## config.mk

```make
export PLATFORM = sky130hd
export DESIGN_NAME = addr_xchg_cam
export DESIGN_NICKNAME = d
export VERILOG_FILES = /design/src/rtl/xchg_pkg.sv /design/src/rtl/xchg_entry.sv /design/src/rtl/xchg_prio.sv /design/src/rtl/xchg_cfg_fsm.sv /design/src/rtl/addr_xchg_cam.sv
export SDC_FILE = /design/constraint.sdc
export NUM_CORES = 2
export LEC_CHECK = 0
export ABC_AREA = 1
export BUFFER_PORTS_ARGS = -buffer_cell sky130_fd_sc_hd__buf_4
export CAP_MARGIN = 15
export CORE_MARGIN = 8
export CORE_UTILIZATION = 50
export DETAILED_ROUTE_END_ITERATION = 7
export PLACE_DENSITY = 0.66
export SLEW_MARGIN = 40
export SYNTH_ARGS = -nofsm -noshare
export SYNTH_HDL_FRONTEND = slang
export SYNTH_SLANG_ARGS = --single-unit
```

## constraint.sdc

```tcl
create_clock -name clk -period 5.1 [get_ports clk]
set_input_delay 0.51 -clock clk [delete_from_list [all_inputs] [get_ports clk]]
set_output_delay 0.51 -clock clk [all_outputs]
set_load 0.01 [all_outputs]
```

## src/rtl/xchg_pkg.sv

```systemverilog
package xchg_pkg;

    typedef enum logic [1:0] {
        OP_NONE  = 2'd0,
        OP_WRITE = 2'd1,
        OP_CLEAR = 2'd2,
        OP_FLUSH = 2'd3
    } cfg_op_e;

    typedef enum logic {
        ST_READY = 1'b0,
        ST_FLUSH = 1'b1
    } cfg_state_e;

endpackage

```

## src/rtl/xchg_entry.sv

```systemverilog
module xchg_entry #(
    parameter int LW = 3,
    parameter int AW = 6,
    parameter int RW = 10,
    parameter int CW = 10
) (
    input  logic          clk,
    input  logic          rst_n,
    input  logic          wr_en,
    input  logic          clr_en,
    input  logic [LW-1:0] w_la,
    input  logic [AW-1:0] w_ai,
    input  logic [RW-1:0] w_ra,
    input  logic [CW-1:0] w_ca,
    input  logic [LW-1:0] w_ml,
    input  logic          w_colx,
    input  logic [LW-1:0] q_la,
    input  logic [AW-1:0] q_ai,
    input  logic [RW-1:0] q_ra,
    input  logic [CW-1:0] q_ca,
    output logic          match,
    output logic [LW-1:0] ml
);

    logic          e_vld;
    logic [LW-1:0] e_la;
    logic [AW-1:0] e_ai;
    logic [RW-1:0] e_ra;
    logic [CW-1:0] e_ca;
    logic [LW-1:0] e_ml;
    logic          e_colx;

    always_ff @(posedge clk or negedge rst_n) begin
        if (!rst_n) begin
            e_vld  <= 1'b0;
            e_la   <= '0;
            e_ai   <= '0;
            e_ra   <= '0;
            e_ca   <= '0;
            e_ml   <= '0;
            e_colx <= 1'b0;
        end else if (wr_en) begin
            e_vld  <= 1'b1;
            e_la   <= w_la;
            e_ai   <= w_ai;
            e_ra   <= w_ra;
            e_ca   <= w_ca;
            e_ml   <= w_ml;
            e_colx <= w_colx;
        end else if (clr_en) begin
            e_vld  <= 1'b0;
        end
    end

    // Row entries compare the row, column entries compare the column.
    logic line_eq;
    always_comb begin
        line_eq = e_colx ? (e_ca == q_ca) : (e_ra == q_ra);
        match   = e_vld && (e_la == q_la) && (e_ai == q_ai) && line_eq;
        ml      = e_ml;
    end

    // a stored entry never points at its own layer
    p_ml_differs_r7: assert property (@(posedge clk) disable iff (!rst_n)
        e_vld |-> (e_ml != e_la));

    // write and clear are never requested together for one entry
    p_wr_clr_excl_r8: assert property (@(posedge clk) disable iff (!rst_n)
        !(wr_en && clr_en));

endmodule

```

## src/rtl/xchg_prio.sv

```systemverilog
module xchg_prio #(
    parameter int DEPTH = 32,
    parameter int LW    = 3
) (
    input  logic [DEPTH-1:0]         match,
    input  logic [DEPTH-1:0][LW-1:0] ml,
    output logic                     hit,
    output logic [LW-1:0]            sel_ml
);

    // Scanning downward lets the lowest matching index be assigned last.
    always_comb begin
        hit    = 1'b0;
        sel_ml = '0;
        for (int k = DEPTH - 1; k >= 0; k--) begin
            if (match[k]) begin
                hit    = 1'b1;
                sel_ml = ml[k];
            end
        end
    end

endmodule

```

## src/rtl/xchg_cfg_fsm.sv

```systemverilog
module xchg_cfg_fsm
    import xchg_pkg::*;
#(
    parameter int DEPTH = 32,
    parameter int LW    = 3,
    parameter int IW    = 5
) (
    input  logic          clk,
    input  logic          rst_n,
    input  cfg_op_e       op,
    input  logic [LW-1:0] la,
    input  logic [LW-1:0] ml,
    output logic          wr_go,
    output logic          clr_go,
    output logic          flush_go,
    output logic [IW-1:0] flush_idx,
    output logic          busy,
    output logic          err
);

    localparam logic [IW-1:0] LAST = IW'(DEPTH - 1);

    cfg_state_e    state_q, state_d;
    logic [IW-1:0] cnt_q;
    logic          err_q;

    // Next-state selection
    always_comb begin
        state_d = state_q;
        unique case (state_q)
            ST_READY: if (op == OP_FLUSH) state_d = ST_FLUSH;
            ST_FLUSH: if (cnt_q == LAST)  state_d = ST_READY;
            default:  state_d = ST_READY;
        endcase
    end

    // State register with walk counter and error flag
    always_ff @(posedge clk or negedge rst_n) begin
        if (!rst_n) begin
            state_q <= ST_READY;
            cnt_q   <= '0;
            err_q   <= 1'b0;
        end else begin
            state_q <= state_d;
            unique case (state_q)
                ST_READY: begin
                    cnt_q <= '0;
                    if (op == OP_WRITE) err_q <= (la == ml);
                end
                ST_FLUSH: cnt_q <= cnt_q + 1'b1;
                default:  cnt_q <= '0;
            endcase
        end
    end

    // Output decode
    always_comb begin
        wr_go     = 1'b0;
        clr_go    = 1'b0;
        flush_go  = 1'b0;
        busy      = 1'b0;
        flush_idx = cnt_q;
        unique case (state_q)
            ST_READY: begin
                wr_go  = (op == OP_WRITE) && (la != ml);
                clr_go = (op == OP_CLEAR);
            end
            ST_FLUSH: begin
                flush_go = 1'b1;
                busy     = 1'b1;
            end
            default: ;
        endcase
        err = err_q;
    end

    // a self-pointing write raises the error flag one cycle later
    p_reject_r7: assert property (@(posedge clk) disable iff (!rst_n)
        (!busy && op == OP_WRITE && la == ml) |=> err);

    // commands arriving during a flush leave the error flag alone
    p_busy_ignore_r9: assert property (@(posedge clk) disable iff (!rst_n)
        (busy && op != OP_NONE) |=> $stable(err));

    // a flush always begins at entry zero
    p_flush_start_r9: assert property (@(posedge clk) disable iff (!rst_n)
        $rose(busy) |-> (flush_idx == '0));

endmodule

```

## src/rtl/addr_xchg_cam.sv

```systemverilog
module addr_xchg_cam
    import xchg_pkg::*;
#(
    parameter int N_LAYERS = 8,
    parameter int N_ARRAYS = 64,
    parameter int N_ROWS   = 1024,
    parameter int N_COLS   = 1024,
    parameter int DEPTH    = 32,
    localparam int LW = (N_LAYERS > 1) ? $clog2(N_LAYERS) : 1,
    localparam int AW = (N_ARRAYS > 1) ? $clog2(N_ARRAYS) : 1,
    localparam int RW = (N_ROWS   > 1) ? $clog2(N_ROWS)   : 1,
    localparam int CW = (N_COLS   > 1) ? $clog2(N_COLS)   : 1,
    localparam int IW = (DEPTH    > 1) ? $clog2(DEPTH)    : 1
) (
    input  logic          clk,
    input  logic          rst_n,
    input  logic          in_vld,
    input  logic [LW-1:0] in_la,
    input  logic [AW-1:0] in_ai,
    input  logic [RW-1:0] in_ra,
    input  logic [CW-1:0] in_ca,
    output logic          out_vld,
    output logic          out_hit,
    output logic [LW-1:0] out_la,
    output logic [AW-1:0] out_ai,
    output logic [RW-1:0] out_ra,
    output logic [CW-1:0] out_ca,
    input  logic [1:0]    cfg_op,
    input  logic [IW-1:0] cfg_idx,
    input  logic [LW-1:0] cfg_la,
    input  logic [AW-1:0] cfg_ai,
    input  logic [RW-1:0] cfg_ra,
    input  logic [CW-1:0] cfg_ca,
    input  logic [LW-1:0] cfg_ml,
    input  logic          cfg_colx,
    output logic          cfg_busy,
    output logic          cfg_err
);

    logic          wr_go, clr_go, flush_go;
    logic [IW-1:0] flush_idx;

    xchg_cfg_fsm #(.DEPTH(DEPTH), .LW(LW), .IW(IW)) u_fsm (
        .clk       (clk),
        .rst_n     (rst_n),
        .op        (cfg_op_e'(cfg_op)),
        .la        (cfg_la),
        .ml        (cfg_ml),
        .wr_go     (wr_go),
        .clr_go    (clr_go),
        .flush_go  (flush_go),
        .flush_idx (flush_idx),
        .busy      (cfg_busy),
        .err       (cfg_err)
    );

    logic [DEPTH-1:0]         match;
    logic [DEPTH-1:0][LW-1:0] ent_ml;

    for (genvar g = 0; g < DEPTH; g++) begin : g_ent
        logic wr_i, clr_i;
        assign wr_i  = wr_go && (cfg_idx == IW'(g));
        assign clr_i = (clr_go && (cfg_idx == IW'(g))) ||
                       (flush_go && (flush_idx == IW'(g)));

        xchg_entry #(.LW(LW), .AW(AW), .RW(RW), .CW(CW)) u_ent (
            .clk    (clk),
            .rst_n  (rst_n),
            .wr_en  (wr_i),
            .clr_en (clr_i),
            .w_la   (cfg_la),
            .w_ai   (cfg_ai),
            .w_ra   (cfg_ra),
            .w_ca   (cfg_ca),
            .w_ml   (cfg_ml),
            .w_colx (cfg_colx),
            .q_la   (in_la),
            .q_ai   (in_ai),
            .q_ra   (in_ra),
            .q_ca   (in_ca),
            .match  (match[g]),
            .ml     (ent_ml[g])
        );
    end

    logic          any_hit;
    logic [LW-1:0] hit_ml;

    xchg_prio #(.DEPTH(DEPTH), .LW(LW)) u_prio (
        .match  (match),
        .ml     (ent_ml),
        .hit    (any_hit),
        .sel_ml (hit_ml)
    );

    always_ff @(posedge clk or negedge rst_n) begin
        if (!rst_n) begin
            out_vld <= 1'b0;
            out_hit <= 1'b0;
            out_la  <= '0;
            out_ai  <= '0;
            out_ra  <= '0;
            out_ca  <= '0;
        end else begin
            out_vld <= in_vld;
            out_hit <= in_vld && any_hit;
            out_la  <= any_hit ? hit_ml : in_la;
            out_ai  <= in_ai;
            out_ra  <= in_ra;
            out_ca  <= in_ca;
        end
    end

    // one-cycle result latency
    p_latency_r5: assert property (@(posedge clk) disable iff (!rst_n)
        out_vld == $past(in_vld));

    // non-layer fields are carried through untouched
    p_fields_r5: assert property (@(posedge clk) disable iff (!rst_n)
        out_vld |-> (out_ai == $past(in_ai) && out_ra == $past(in_ra) &&
                     out_ca == $past(in_ca)));

    // a miss leaves the layer alone
    p_miss_pass_r4: assert property (@(posedge clk) disable iff (!rst_n)
        (out_vld && !out_hit) |-> (out_la == $past(in_la)));

    // a hit always moves the access to a different layer
    p_hit_moves_r2: assert property (@(posedge clk) disable iff (!rst_n)
        (out_vld && out_hit) |-> (out_la != $past(in_la)));

    // no hit is reported without a result strobe
    p_hit_needs_vld_r1: assert property (@(posedge clk) disable iff (!rst_n)
        !out_vld |-> !out_hit);

endmodule

```

# [After elaboration in Yosys (flattened, before gate mapping)]
# Index checks and enable logic that the tools add are counted.
[totals] ramBits=0 wordCells=859 output_inout_bits=33 rom_bits=0 memories=0 in_bits=72 latchBits=0 regBits=1126
[op_classes] mux=168 multipliers=0 bitwise_logic=1 div_mod_pow=0 n_eq_ne=195 add_sub_neg=1 shifts=0 reduce_logical=261 order_cmp=0
[ops] operator="10-bit equality test" n=64
[ops] operator="1-bit logical AND" n=194
[ops] operator="6-bit equality test" n=32
[ops] operator="5-bit equality test (second input constant)" n=32
[ops] operator="1-bit 2-to-1 mux" n=133
[ops] operator="3-bit equality test" n=33
[ops] operator="3-bit 2-to-1 mux" n=33
[ops] operator="5-bit by 4-bit equality test with 1-bit output (second input constant)" n=16
[ops] operator="2-bit nonzero test" n=32
[ops] operator="5-bit by 3-bit equality test with 1-bit output (second input constant)" n=8
[ops] operator="1-bit logical OR" n=32
[ops] operator="5-bit by 2-bit equality test with 1-bit output (second input constant)" n=4
[ops] operator="5-bit by 1-bit equality test with 1-bit output (second input constant)" n=2
[ops] operator="5-bit zero test" n=2
[ops] operator="5-bit case mux with 2 select lines" n=1
[ops] operator="5-bit by 1-bit adder with 5-bit output (second input constant)" n=1
[ops] operator="2-bit equality test (second input constant)" n=2
[ops] operator="3-bit inequality test" n=1
[ops] operator="2-bit by 1-bit equality test with 1-bit output (second input constant)" n=1
[ops] operator="1-bit case mux with 2 select lines" n=1
[ops] operator="2-bit AND reduction" n=1
[ops] operator="1-bit inverter" n=1

# [Logic depth before layout (Yosys ltp)]
[logic_depth] depth_word=37 ltp_mapped=49 depth_no_buf=47

# [Modules after synthesis]
# A second synthesis with hierarchy kept.
[hier_totals] hier_cells=8244 area_unflattened_um2=58486.1
[modules_own_cells] mod="xchg_entry" area_each_um2=1725.4 n_inst=32 seq_area_each_um2=850.8 cells_per_inst=241
[modules_own_cells] mod="addr_xchg_cam" area_each_um2=1856.8 n_inst=1 seq_area_each_um2=775.7 cells_per_inst=272
[modules_own_cells] mod="xchg_prio" area_each_um2=1049.8 n_inst=1 seq_area_each_um2=0.0 cells_per_inst=213
[modules_own_cells] mod="xchg_cfg_fsm" area_each_um2=366.6 n_inst=1 seq_area_each_um2=175.2 cells_per_inst=47

# [Least setup slack after synthesis]
# No wires, ideal clock.
[synth_timing] path_type="input to register" start="in in_ai[3]" end="reg out_la[1]" setup_time_ns=0.117 t_arrival_ns=3.178 stages=26 path_slack_ns=1.805 n_path_buf=3 required_ns=4.983 path_cell_list="buf_2 buf_6 buf_1 xnor2_1 nand4_1 a2111oi_1 o211ai_2 or2_2 nand2_1 nand2_1 nand2_1 nand2_1 nand2_1 nand2_1 nand2_1 nand2_1 nand2_1 nand2_1 nand2_1 nand2_1 nand2_1 nand2_1 nand2_1 nand2_1 nand2_1 nand2_1"
[synth_via] elab_chain_cells=36 elab_cells_between_ends=161 classes_between="eq/ne: 32; mux: 65; reduce/logical: 64"
[synth_rtl] item="start, declared" line="addr_xchg_cam.sv:19" source="input logic [AW-1:0] in_ai,"
[synth_rtl] item="6-bit equality test" line="xchg_entry.sv:59" source="match = e_vld && (e_la == q_la) && (e_ai == q_ai) && line_eq;"
[synth_rtl] item="1-bit logical AND (2 in a row)" line="xchg_entry.sv:59"
[synth_rtl] item="3-bit 2-to-1 mux or 1-bit 2-to-1 mux (tied branches) (32 in a row)" line="xchg_prio.sv:16" source="if (match[k]) begin"
[synth_rtl] item="3-bit 2-to-1 mux *" line="addr_xchg_cam.sv:107" source="out_la <= any_hit ? hit_ml : in_la;"
[synth_rtl] item="end signal, assigned" line="addr_xchg_cam.sv:107"
[synth_rtl] item="end, declared" line="addr_xchg_cam.sv:24" source="output logic [LW-1:0] out_la,"
# Every way passes the cells marked *; elsewhere a longest branch is shown, timed or not.
# A chain may end at the register's enable or synchronous reset.

# [Final worst setup path]
[layout_timing] start="in in_ca[2]" end="reg out_la[1]"
[layout_via] elab_chain_cells=36 elab_cells_between_ends=161 classes_between="eq/ne: 32; mux: 97; reduce/logical: 32"
[layout_rtl] item="start, declared" line="addr_xchg_cam.sv:21" source="input logic [CW-1:0] in_ca,"
[layout_rtl] item="10-bit equality test" line="xchg_entry.sv:58" source="line_eq = e_colx ? (e_ca == q_ca) : (e_ra == q_ra);"
[layout_rtl] item="1-bit 2-to-1 mux" line="xchg_entry.sv:58"
[layout_rtl] item="1-bit logical AND" line="xchg_entry.sv:59"
[layout_rtl] item="3-bit 2-to-1 mux or 1-bit 2-to-1 mux (tied branches) (32 in a row)" line="xchg_prio.sv:16"
[layout_rtl] item="3-bit 2-to-1 mux *" line="addr_xchg_cam.sv:107"
# Marks and branches as above.

==> out/metrics.yaml <==
outcome:
  outcome: "finished, final reports clean"
cells_and_area:
  seqCellArea_mm2: 0.0282
  area_delta_synth_final_pct: 12.5
  multi_input_area_mm2: 0.0232
  instances_no_fill: 7742
  nNetsFinal: 6315
  drive_gt1_frac: 0.136
  fin_area_mm2: 0.0607
  fillers: 9557
timing:
  fin_crit_ps: 4340
  worst_pin_slew_ps: 850
  drv_slew: 0
  max_slew_margin: 0.419
  hold_slack_ps: 33.6
  hold_viol: 0
  clock-skew-final_ps: 21.8
  post-route-period-util: 0.850
  setup_violations: 0
  rsz0062_at_grt: "false"
  fin_setup_tns_ps: 0
  fmax_ghz: 0.231
setup_path:
  critPathCaptureType: "register"
  cpPeakStageDelay_ps: 660
  cp.required_ps: 5700
  cp.arrival_ps: 4940
  criticalPathCategory: "in2reg"
  crit_path_start_kind: "input pin"
  path_max_fanout: 29
  path_common_cell: "nand2_1"
  cp_slowest_cell: "o41ai_1"
  reg2reg_slack_ps: 1210
route:
  viasPerCell: 5.82
  first_pass_iters: 6
  wire_per_inst_um: 23.0
  ant_nets: 0
  finalWirelength_mm: 178
  drcViolationCount: 0
  drt-initial-drc-count: 5072
  via_count: 45100
pwr:
  ir_drop_mv: 0.299
  power_mw: 20.7
  p_leak_nw: 27.1
  p_per_area_mw_per_mm2: 341
synthesis:
  syn_avg_cell_area_um2: 8.59
  ys.flop_type: "dfrtp_1"
  synth_area_leaders: "dfrtp_1 52%, nand2_1 12%, o21ai_0 11%, xnor2_1 4.0%, or2_2 2.8%"
  ys_seq_elements: 1126
  synth_edf_count: 0
  yosysUniqueCellTypes: 63
  synthCells: 6282
  yosys-top-cells-count: "1745 x nand2_1, 1140 x o21ai_0, 1126 x dfrtp_1"
  yosysTopAreaCell: "dfrtp_1"
  yosys.cell_count.top_type: "nand2_1"
  syn_area_mm2: 0.0540
  synthArstFlopShare: 1.00
  yosys.area.top_type_share: 0.522
  synthesis.nets: 6360
  seq_area_frac_synth: 0.522
  ys_warn_count: 0
clocking:
  postCtsSetupBuffers: 0
  cts_sinks: 1126
  clk_pin_slew_ps: 60
  cts_buffer_depth: 3
  tritoncts: "built"
  cts-root-buf: "clkbuf_16"
  htree_levels: 3
  cts_made_buffers: 119
  insertion_delay_ps: 720
run:
  maxCapViolations: 0
floorplanning:
  die-height_um: 345
  initial_core_util: 0.504
  dieWidth_um: 345
  core-area_mm2: 0.107
  dieArea_mm2: 0.119
  io_pins: 105
  core.rowCount: 120
grt:
  grt-ovfl-total: 0
  grt_pass1_vias: 42300
  grt_use_total: 0.297
  grt_max_degree: 135
  antenna_found_initial: 11
  grt_pass1_wl_mm: 268
placement:
  place_hpwl_mm: 115
  dp_cells: 7510
  io_buffers: 104
  placed_area_mm2: 0.0564
  finalWeightedCongestion: 0.956
min_path:
  hold_class: "in2reg"
## registers in the layout, indices dropped and copies added, names as in the netlist, 3 cells and up
register	cells
out_la	3
g_ent.u_ent.e_ai	192
g_ent.u_ent.e_la	96
g_ent.u_ent.e_ra	320
u_fsm.flush_idx	5
out_ai	6
out_ra	10
g_ent.u_ent.ml	96
out_ca	10
g_ent.u_ent.e_vld	32
g_ent.u_ent.e_colx	32
g_ent.u_ent.e_ca	320
## area by class of cell
cell class | instances | share of cell area
flip-flops and latches | 1126 | 0.464
multi-input cells | 4487 | 0.382
clock buffers | 165 | 0.0570
repair buffers | 313 | 0.0428
well taps | 1403 | 0.0289
clock inverters | 57 | 0.0129
inverters | 190 | 0.0121
diodes | 1 | 0.0000412
## worst max-delay path, delay by kind of cell
family	cells	cell delay, ps
buffers and inverters	3	1160
and+or+nand+nor	29	1960
AOI/OAI and AO/OA	3	1310
## per-stage QoR
stage | worst slack (ps) | util
2_1_floorplan | 1810 | -
3_3_place_gp | 467 | 0.525
3_5_place_dp | 651 | 0.527
4_1_cts | 876 | 0.567
5_1_grt | 248 | 0.567
6_report | 765 | 0.567
## layout by cell type, fill, tap and decap left out, types with 11 or more instances in the layout
| master | count |
|---|---|
| a221oi_1 | 35 |
| buf_4 | 286 |
| a21oi_1 | 25 |
| nor3_1 | 41 |
| xnor2_1 | 246 |
| clkbuf_1 | 17 |
| bufinv_16 | 18 |
| buf_12 | 16 |
| o41ai_2 | 11 |
| clkbuf_16 | 121 |
| clkinv_2 | 30 |
| inv_1 | 152 |
| nand3_1 | 117 |
| nand2_1 | 1719 |
| inv_2 | 25 |
| o22ai_1 | 54 |
| o41ai_1 | 18 |
| o21ai_0 | 1140 |
| o21a_1 | 16 |
| nand2_2 | 22 |
| nor4_1 | 20 |
| a211oi_1 | 26 |
| o211ai_1 | 13 |
| xor2_1 | 153 |
| dfrtp_1 | 1126 |
| or2_2 | 243 |
| nand4_1 | 170 |
| nor2_1 | 235 |
| clkbuf_8 | 27 |
| or2_0 | 13 |
| or2_1 | 37 |
| o21ai_1 | 26 |
## worst paths after layout
path / to / depth (start not counted) / from
setup / recovery: out_la[1] / 35 / in_ca[2]
setup reg to reg: out_la[1] / 40 / g_ent[27].u_ent.e_ra[7]
min in group asynchronous: g_ent[25].u_ent.e_ca[4] / 2 / rst_n
hold reg to reg: g_ent[15].u_ent.ml[1] / 2 / g_ent[15].u_ent.ml[1]
max in group asynchronous: g_ent[8].u_ent.e_ra[2] / 4 / rst_n
hold / removal: out_ca[9] / 1 / in_ca[9]
## report_power, final
part	internal [mW]	switching, mW	leakage [nW]	total [mW]
Combinational	0.609	1.24	9.43	1.85
Sequential	9.22	0.230	15.6	9.45
Clock	5.63	3.77	2.10	9.40
Total	15.5	5.24	27.1	20.7
## cells by family (layout without fill, tap and decap cells)
family | count (synthesis) | count (layout) | share of synthesized area
AO/OA/AOI/OAI | 1423 | 1423 | 0.146
adder cells (fa/ha/maj) | 6 | 6 | 0.00139
buffers and inverters | 669 | 725 | 0.0518
AND/OR/NAND/NOR | 2653 | 2653 | 0.213
multiplexers | 6 | 6 | 0.00123
flip-flops | 1126 | 1126 | 0.522
XOR/XNOR | 399 | 399 | 0.0648
other | 0 | 1 | 0
## timing repair
| item | CTS | global route |
|---|---|---|
| setup endpoints to repair | 0 | 0 |
| hold endpoints to repair | 38 | 0 |
| hold buffers | 9 | 0 |
| resized for setup | 0 | 0 |
## routing by layer
layer	wire length [um]	vias to the layer above	track usage	part of all wire
li1	-	20700	-	-
met5	31	-	0	0.00017
met2	77400	1977	0.454	0.43
met3	17200	370	0.0594	0.097
met1	75700	22100	0.420	0.43
met4	7620	4	0.111	0.043
Power figures use the tool's default switching activity.
